==> src/rtl/lirq_pkg.sv <==
`timescale 1ns/1ps
package lirq_pkg;
    typedef enum logic {
        LINE_ACTIVE   = 1'b0,
        LINE_INACTIVE = 1'b1
    } line_kind_e;

    typedef enum logic [1:0] {
        ACT_HOLD = 2'd0,
        ACT_LOAD = 2'd1,
        ACT_DEC  = 2'd2,
        ACT_FIRE = 2'd3
    } cnt_act_e;

    typedef enum logic {
        PEND_IDLE = 1'b0,
        PEND_SET  = 1'b1
    } pend_state_e;
endpackage

==> src/rtl/lirq_downcount.sv <==
`timescale 1ns/1ps
module lirq_downcount #(
    parameter int RELOAD_W = 8
) (
    input  logic                     clk,
    input  logic                     rst_n,
    input  logic                     strobe,
    input  lirq_pkg::line_kind_e     kind,
    input  logic [RELOAD_W-1:0]      reload,
    output logic                     fire
);
    import lirq_pkg::*;

    localparam logic [RELOAD_W-1:0] CNT_ZERO = '0;

    logic [RELOAD_W-1:0] cnt_q;
    cnt_act_e            act;

    // Decode the action for this cycle from strobe, line kind and counter
    always_comb begin
        if (!strobe)
            act = ACT_HOLD;
        else if (kind == LINE_INACTIVE)
            act = ACT_LOAD;
        else if (cnt_q != CNT_ZERO)
            act = ACT_DEC;
        else
            act = ACT_FIRE;
    end

    always_ff @(posedge clk or negedge rst_n) begin
        if (!rst_n) begin
            cnt_q <= CNT_ZERO;
        end else begin
            unique case (act)
                ACT_HOLD: cnt_q <= cnt_q;
                ACT_LOAD: cnt_q <= reload;
                ACT_DEC:  cnt_q <= cnt_q - 1'b1;
                ACT_FIRE: cnt_q <= reload;
                default:  cnt_q <= cnt_q;
            endcase
        end
    end

    always_comb fire = (act == ACT_FIRE);

    // counter untouched between line strobes
    p_hold_no_strobe_r2: assert property (@(posedge clk) disable iff (!rst_n)
        !strobe |=> $stable(cnt_q));

    // inactive-line strobe loads the reload register
    p_inactive_load_r3: assert property (@(posedge clk) disable iff (!rst_n)
        (strobe && kind == LINE_INACTIVE) |=> (cnt_q == $past(reload)));

    // active-line strobe with non-zero count steps down by one
    p_decrement_r4: assert property (@(posedge clk) disable iff (!rst_n)
        (strobe && kind == LINE_ACTIVE && cnt_q != CNT_ZERO)
            |=> (cnt_q == $past(cnt_q) - 1'b1));

    // zero reached on an active line reloads in the same update
    p_fire_reload_r5: assert property (@(posedge clk) disable iff (!rst_n)
        (strobe && kind == LINE_ACTIVE && cnt_q == CNT_ZERO)
            |=> (cnt_q == $past(reload)));
endmodule

==> src/rtl/lirq_pend_fsm.sv <==
`timescale 1ns/1ps
module lirq_pend_fsm (
    input  logic clk,
    input  logic rst_n,
    input  logic fire,
    input  logic ack,
    output logic pending
);
    import lirq_pkg::*;

    pend_state_e state_q, state_d;

    always_comb begin
        state_d = state_q;
        unique case (state_q)
            PEND_IDLE: if (fire)         state_d = PEND_SET;
            PEND_SET:  if (ack && !fire) state_d = PEND_IDLE;
            default:                     state_d = PEND_IDLE;
        endcase
    end

    always_ff @(posedge clk or negedge rst_n) begin
        if (!rst_n) state_q <= PEND_IDLE;
        else        state_q <= state_d;
    end

    always_comb pending = (state_q == PEND_SET);

    // a fire always leaves the flag set, acknowledge or not
    p_fire_sets_r9: assert property (@(posedge clk) disable iff (!rst_n)
        fire |=> (state_q == PEND_SET));

    // lone acknowledge clears the flag
    p_ack_clear_r8: assert property (@(posedge clk) disable iff (!rst_n)
        (ack && !fire) |=> (state_q == PEND_IDLE));

    // flag cannot rise without a fire
    p_no_spurious_set_r5: assert property (@(posedge clk) disable iff (!rst_n)
        (!fire && state_q == PEND_IDLE) |=> (state_q == PEND_IDLE));
endmodule

==> src/rtl/lirq_frame.sv <==
`timescale 1ns/1ps
module lirq_frame #(
    parameter int LINE_W  = 9,
    parameter int FRAME_W = 8,
    parameter int OFFSET  = 8
) (
    input  logic               clk,
    input  logic               rst_n,
    input  logic               strobe,
    input  logic [LINE_W-1:0]  line,
    input  logic [LINE_W-1:0]  inact_start,
    output logic [FRAME_W-1:0] frame
);
    localparam int          EXT_W   = LINE_W + 1;
    localparam logic [EXT_W-1:0] OFS_EXT = EXT_W'(OFFSET);

    logic [EXT_W-1:0]   target_line;
    logic               tick;
    logic [FRAME_W-1:0] frame_q;

    always_comb begin
        target_line = {1'b0, inact_start} + OFS_EXT;
        tick        = strobe && ({1'b0, line} == target_line);
    end

    always_ff @(posedge clk or negedge rst_n) begin
        if (!rst_n)    frame_q <= '0;
        else if (tick) frame_q <= frame_q + 1'b1;
    end

    always_comb frame = frame_q;

    // frame count moves only on the target-line strobe
    p_frame_hold_r6: assert property (@(posedge clk) disable iff (!rst_n)
        !(strobe && ({1'b0, line} == {1'b0, inact_start} + OFS_EXT))
            |=> $stable(frame_q));

    p_frame_step_r6: assert property (@(posedge clk) disable iff (!rst_n)
        (strobe && ({1'b0, line} == {1'b0, inact_start} + OFS_EXT))
            |=> (frame_q == $past(frame_q) + 1'b1));
endmodule

==> src/rtl/line_irq_counter.sv <==
`timescale 1ns/1ps
module line_irq_counter #(
    parameter int LINE_W   = 9,
    parameter int RELOAD_W = 8,
    parameter int FRAME_W  = 8,
    parameter int FRAME_OFFSET = 8
) (
    input  logic                clk,
    input  logic                rst_n,
    input  logic                line_strobe,
    input  logic [LINE_W-1:0]   line_num,
    input  logic [LINE_W-1:0]   inactive_start,
    input  logic [RELOAD_W-1:0] reload_val,
    input  logic                irq_en,
    input  logic                irq_ack,
    output logic                pending,
    output logic                irq,
    output logic [FRAME_W-1:0]  frame_count
);
    import lirq_pkg::*;

    line_kind_e kind;
    logic       fire;
    logic       pend_int;

    // Classify the current line (inactive bound is inclusive)
    always_comb kind = (line_num >= inactive_start) ? LINE_INACTIVE : LINE_ACTIVE;

    lirq_downcount #(.RELOAD_W(RELOAD_W)) u_cnt (
        .clk    (clk),
        .rst_n  (rst_n),
        .strobe (line_strobe),
        .kind   (kind),
        .reload (reload_val),
        .fire   (fire)
    );

    lirq_pend_fsm u_pend (
        .clk     (clk),
        .rst_n   (rst_n),
        .fire    (fire),
        .ack     (irq_ack),
        .pending (pend_int)
    );

    lirq_frame #(
        .LINE_W  (LINE_W),
        .FRAME_W (FRAME_W),
        .OFFSET  (FRAME_OFFSET)
    ) u_frame (
        .clk         (clk),
        .rst_n       (rst_n),
        .strobe      (line_strobe),
        .line        (line_num),
        .inact_start (inactive_start),
        .frame       (frame_count)
    );

    always_comb begin
        pending = pend_int;
        irq     = pend_int & irq_en;
    end

    // a set can only follow an active-line strobe
    p_set_needs_strobe_r5: assert property (@(posedge clk) disable iff (!rst_n)
        $rose(pending) |-> $past(line_strobe && line_num < inactive_start));
endmodule

==> config.mk <==
export PLATFORM = sky130hd
export DESIGN_NAME = line_irq_counter
export DESIGN_NICKNAME = d
export VERILOG_FILES = /design/src/rtl/lirq_pkg.sv /design/src/rtl/lirq_downcount.sv /design/src/rtl/lirq_pend_fsm.sv /design/src/rtl/lirq_frame.sv /design/src/rtl/line_irq_counter.sv
export SDC_FILE = /design/constraint.sdc
export NUM_CORES = 1
export LEC_CHECK = 0
export BUFFER_PORTS_ARGS = -buffer_cell sky130_fd_sc_hd__buf_4
export CAP_MARGIN = 20
export CORE_ASPECT_RATIO = 1.5
export CORE_MARGIN = 4
export CORE_UTILIZATION = 47
export DETAILED_ROUTE_END_ITERATION = 10
export PLACE_DENSITY = 0.76
export RECOVER_POWER = 100
export SYNTH_ARGS = -nofsm -noshare
export SYNTH_HDL_FRONTEND = slang
export SYNTH_HIERARCHICAL = 1
export SYNTH_SLANG_ARGS = --single-unit
==> constraint.sdc <==
create_clock -name clk -period 1.5 [get_ports clk]
set_input_delay 0.225 -clock clk [delete_from_list [all_inputs] [get_ports clk]]
set_output_delay 0.225 -clock clk [all_outputs]
set_load 0.005 [all_outputs]
# Word-level counts from Yosys, hierarchy flattened
# Index checks and enable logic that the tools add are counted.
# word_totals
out_inout_bits	10
input_bits	31
register_bits	17
elab_cells	27
# classes
addsub	3
bitwise_logic	2
muxes	8
n_lt_le_gt_ge	1
n_eq_ne	4
n_reduce_logical	6
# op_table
cell	count
$pmux 8 s2	1
$add 9x4->10 const B	1
$eq 9x10->1	1
$ge 9x9->1	1
$add 8x1->8 const B	1
$reduce_bool 8->1	1
$sub 8x1->8 const B	1
$eq 2x2->1 const B	2
$mux 1	4
$mux 2	2
$eq 2x1->1 const B	1
$logic_and 1x1->1	2
$logic_not 2->1	1
$pmux 1 s2	1
$reduce_or 2->1	1
$and 1x1->1	1
$logic_not 1->1	1
$not 1->1	1

# Logic depth before layout (Yosys ltp)
# depth
word_depth	9
mapped_depth	10
depth_no_buf	10

# Cells and area by module
# Netlist, hierarchy kept.
# modules_own_cells
mod	cells_per_inst	n_inst	area_each_um2	seq_area_each_um2
lirq_frame	56	1	595.6	200.2
lirq_downcount	67	1	570.5	200.2
line_irq_counter	31	1	242.7	0.0
lirq_pend_fsm	3	1	36.3	25.0

# Least setup slack after synthesis
# OpenSTA, ideal clock, no wires.
# synth_timing
path_type	input-to-reg
from	in inactive_start[3]
to	reg u_frame.frame_q[1], in the netlist u_frame/frame[1]
path_buffers	0
setup_ps	125
cell_stages	6
t_required_ps	1375
arrival_time_ps	1717
slack_ps	-342
path_cell_list	ha_1 > xor2_1 > a211oi_1 > o21ai_1 > nor4_2 > mux2_2
# synth_between
elab_chain_cells	3
# synth_lines
element	line	source
start: declaration	line_irq_counter.sv:12	input logic [LINE_W-1:0] inactive_start,
$add 9x4->10	lirq_frame.sv:22	target_line = {1'b0, inact_start} + OFS_EXT;
$eq 9x10->1	lirq_frame.sv:23	tick = strobe && ({1'b0, line} == target_line);
$logic_and 1x1->1	lirq_frame.sv:23	
end signal: assignment	lirq_frame.sv:28	else if (tick) frame_q <= frame_q + 1'b1;
end: declaration	lirq_frame.sv:19	logic [FRAME_W-1:0] frame_q;
# No other way between the ends.
# A chain may end at the register's enable or synchronous reset.

# Final worst setup path
# layout_timing
from	in inactive_start[3]
to	reg u_frame.frame_q[6], in the netlist u_frame/frame[6]
# Same word-level chain as after synthesis.

==> impl_metrics.csv <==
group,metric,value,unit
status,outcome,"finished, violations left",
status,failed_checks,"setup timing",
worst_setup_path,r2r-start,"u_cnt/cnt_q[1]",
global_route,grt_max_degree,22,
cts,clk_path_buf_depth,2,
synthesis,yosysUniqueCellTypes,43,
finish,diodes,0,
synthesis,ys_seq_area_share,29.44,%
timing,tightest_slew,0.9458,ns
worst_setup_path,worstSetupPathDepth,8,
synthesis,ys_seq_elements,17,
cts,clk_pin_slew,0.07,ns
floorplan,die_area,0.004044,mm²
floorplan,coreArea,0.002943,mm²
global_route,grt_pass1_vias,1575,
worst_setup_path,cpMaxStageDelayCell,"nor4_2",
floorplan,rows,24,
timing,layout_min_cycle_time,1.532,ns
worst_setup_path,cp_cell_sequence,"buf_4 > ha_4 > xor2_1 > a211oi_2 > o21ai_2 > buf_4 > nor4_2 > xor2_1",
worst_setup_path,path_buf_inv,2,
worst_setup_path,required,1.67,ns
synthesis,ys.flop_type,"dfrtp_1",
synthesis,synth-edff-count,0,
synthesis,synth.area.top_cells,"dfrtp_1 (29%), ha_1 (11%), xor2_1 (7.9%), inv_1 (4.7%), nand3_1 (3.8%)",
hold_path,hold_class,"input pin to flop",
global_route,antenna_found_initial,0,
power,p_leak,1.121,nW
timing,rsz0062_at_grt,"yes",
synthesis,syn-cell-area,0.001445,mm²
cts,cts.sinks,17,
worst_setup_path,cpPeakStageDelay,0.32,ns
floorplan,die_h,75.92,µm
placement,gp_congestion,0.8434,
timing,fmax,652.6,MHz
floorplan,die_width,53.28,µm
routing,drc_errors,0,
finish,drive_gt1_share,54.42,%
synthesis,avgSynthCellArea,9.205,µm²
synthesis,synth_common_cells,"inv_1 (18), dfrtp_1 (17), ha_1 (13), xor2_1 (13), nand3_1 (11)",
cts,clkLatencyLatePin,0.25,ns
floorplan,ios,41,
finish,final-instance-count-excl-fill,265,
synthesis,syn_inst,157,
timing,timing.final.crit_share,102.2,%
synthesis,yosysTopAreaCell,"dfrtp_1",
job,max_cap_viol_count,0,
power,pwr-share-clk,19.8,%
timing,maxSlewViolCount,0,
routing,first_pass_iters,4,
synthesis,async_flop_share,100.0,%
worst_setup_path,cp_top_family,"buffers and inverters",
worst_setup_path,reg2reg_depth,7,
routing,wl_per_cell,16.03,µm
global_route,track_usage,20.59,%
worst_setup_path,crit_fanout,6,
timing,skew,0.003329,ns
timing,fin_ws,-0.03239,ns
hold_path,hold_path_startpoint,"reload_val[5]",
placement,port_buffers,40,
cts,htreeDepth,1,
power,finalPower,1.743,mW
synthesis,synthDominantCellAreaShare,29.44,%
timing,tns,-0.08254,ns
global_route,grt_overflow,0,
finish,fin_nets,271,
hold_path,hold_path_depth,3,
power,cellPowerDensity,720.8,mW/mm²
worst_setup_path,crit_arrival,1.71,ns
synthesis,yosys_warnings,6,
power,switching_share,36.81,%
power,internal-power,1.102,mW
timing,hold_viol,0,
synthesis,syn-num-nets,201,
power,combPwrFrac,44.7,%
worst_setup_path,crit_type,"input pin to flop",
synthesis,synth_most_common_cell,"inv_1",
worst_setup_path,cp-end-kind,"flop",
placement,place_hpwl,2961,µm
power,switchingPower,641.8,µW
power,p_seq_share,35.5,%
timing,setup_viol,7,
placement,place_area,0.002043,mm²
finish,fin_util,82.19,%
placement,dp.cells,254,
timing,relSlewSlack,36.95,%
finish,area_growth,67.36,%
worst_setup_path,startpoint,"inactive_start[3]",
routing,num_vias,1488,
routing,drt_wl_total,4248,µm
cts,cts_tree,"done",
finish,stdcell_area,0.002419,mm²
power,peakVddDrop,0.0004434,V
routing,antenna_left,0,
routing,viasPerCell,5.615,
floorplan,start_util,49.11,%
cts,cts-root-buf,"clkbuf_8",
worst_setup_path,cp-start-kind,"input pin",
cts,numCtsBuffers,3,
routing,drtIter0Drc,66,
global_route,grt_first_pass_wirelength,6444,µm
-- routing by layer --
metal  wire length (µm)  global-route usage, %
met4                127                  9.463
met5                  0                      0
met1               1439                  19.95
met2               2456                  39.80
met3                225                  2.157
-- per-stage QoR --
stage	hold WS, ns	setup WS (ns)
2_1_floorplan	-0.07059	-0.2576
3_3_place_gp	0.1009	-0.3466
3_5_place_dp	0.1013	-0.3842
4_1_cts	0.2195	-0.04039
5_1_grt	0.2329	-0.1203
6_report	0.2334	-0.03239
-- worst reg2reg max path, cell delays in order (launching register included) --
cell      delay, ns
dfrtp_1        0.36
inv_2          0.06
ha_4           0.16
nor3b_4        0.15
buf_4          0.16
a21oi_4        0.24
nor2_2         0.08
a221oi_2       0.21
-- power groups by stage --
stage          logic (mW)  clock network [mW]  registers (mW)
3_3_place_gp        0.594                   0           0.609
2_1_floorplan       0.355                   0           0.608
6_report            0.779               0.345           0.619
5_1_grt             0.846               0.374           0.627
4_1_cts             0.677               0.356           0.613
3_5_place_dp        0.613                   0           0.615
-- layout by cell type, fill, tap and decap left out, drive strengths merged --
cell	synthesis	final
a21o	3	3
xor3	1	1
nor4b	1	1
o211ai	2	2
xnor2	4	4
nor3	4	4
dlygate4sd3	0	1
and3	3	3
or3	1	1
nor2b	3	3
inv	18	18
ha	13	13
nand2	8	8
a22oi	2	2
clkbuf	2	13
nor2	8	8
a2bb2oi	1	1
o2111ai	1	1
o21ai	8	8
clkinv	0	1
and2	1	1
a31oi	1	1
a21oi	6	6
mux2i	1	1
dfrtp	17	17
nor3b	2	2
buf	0	56
nand3	11	11
o21a	2	2
mux2	2	2
nor4	7	7
nand4	8	8
a221oi	1	1
a211oi	2	2
xor2	13	13
-- kinds of logic (layout without fill, tap and decap cells) --
family / after synthesis / after routing / share of synthesized area (%)
buffers and inverters: 20 / 89 / 5.195
AO/OA/AOI/OAI: 29 / 29 / 15.24
adder cells (fa/ha/maj): 13 / 13 / 11.26
flip-flops: 17 / 17 / 29.44
AND/OR/NAND/NOR: 57 / 57 / 24.68
XOR/XNOR: 18 / 18 / 11.95
multiplexers: 3 / 3 / 2.251
-- timing repair --
action,in CTS,in global routing
setup endpoints to repair,14,17
gates resized for setup,21,34
pin swaps,8,10
hold buffers,1,0
cloned,0,0
buffers inserted,3,3
endpoints found under the hold margin,17,0
-- flip-flops by register name, indices dropped and copies added (netlist names) --
register,count
u_cnt/cnt_q,8
u_frame/frame,8
u_pend/pending,1
-- final cells by class --
cell class	instances	area, µm²
Inverter	18	85.08
Clock inverter	1	5.005
Sequential cell	17	425.4
Multi-Input combinational cell	120	1250
Timing Repair Buffer	67	563.0
Fill cell	181	524.3
Tap cell	39	48.80
Clock buffer	3	41.29
-- path summary, 6_finish.rpt --
kind	to	slack, ns
min	u_cnt/cnt_q[5]	0.23
max in group asynchronous	u_frame/frame[0]	0.29
min reg2reg	u_frame/frame[7]	0.46
max reg2reg	u_cnt/cnt_q[6]	-0.02
min in group asynchronous	u_cnt/cnt_q[3]	0.63
max	u_frame/frame[6]	-0.03
Power figures use the tool's default switching activity.
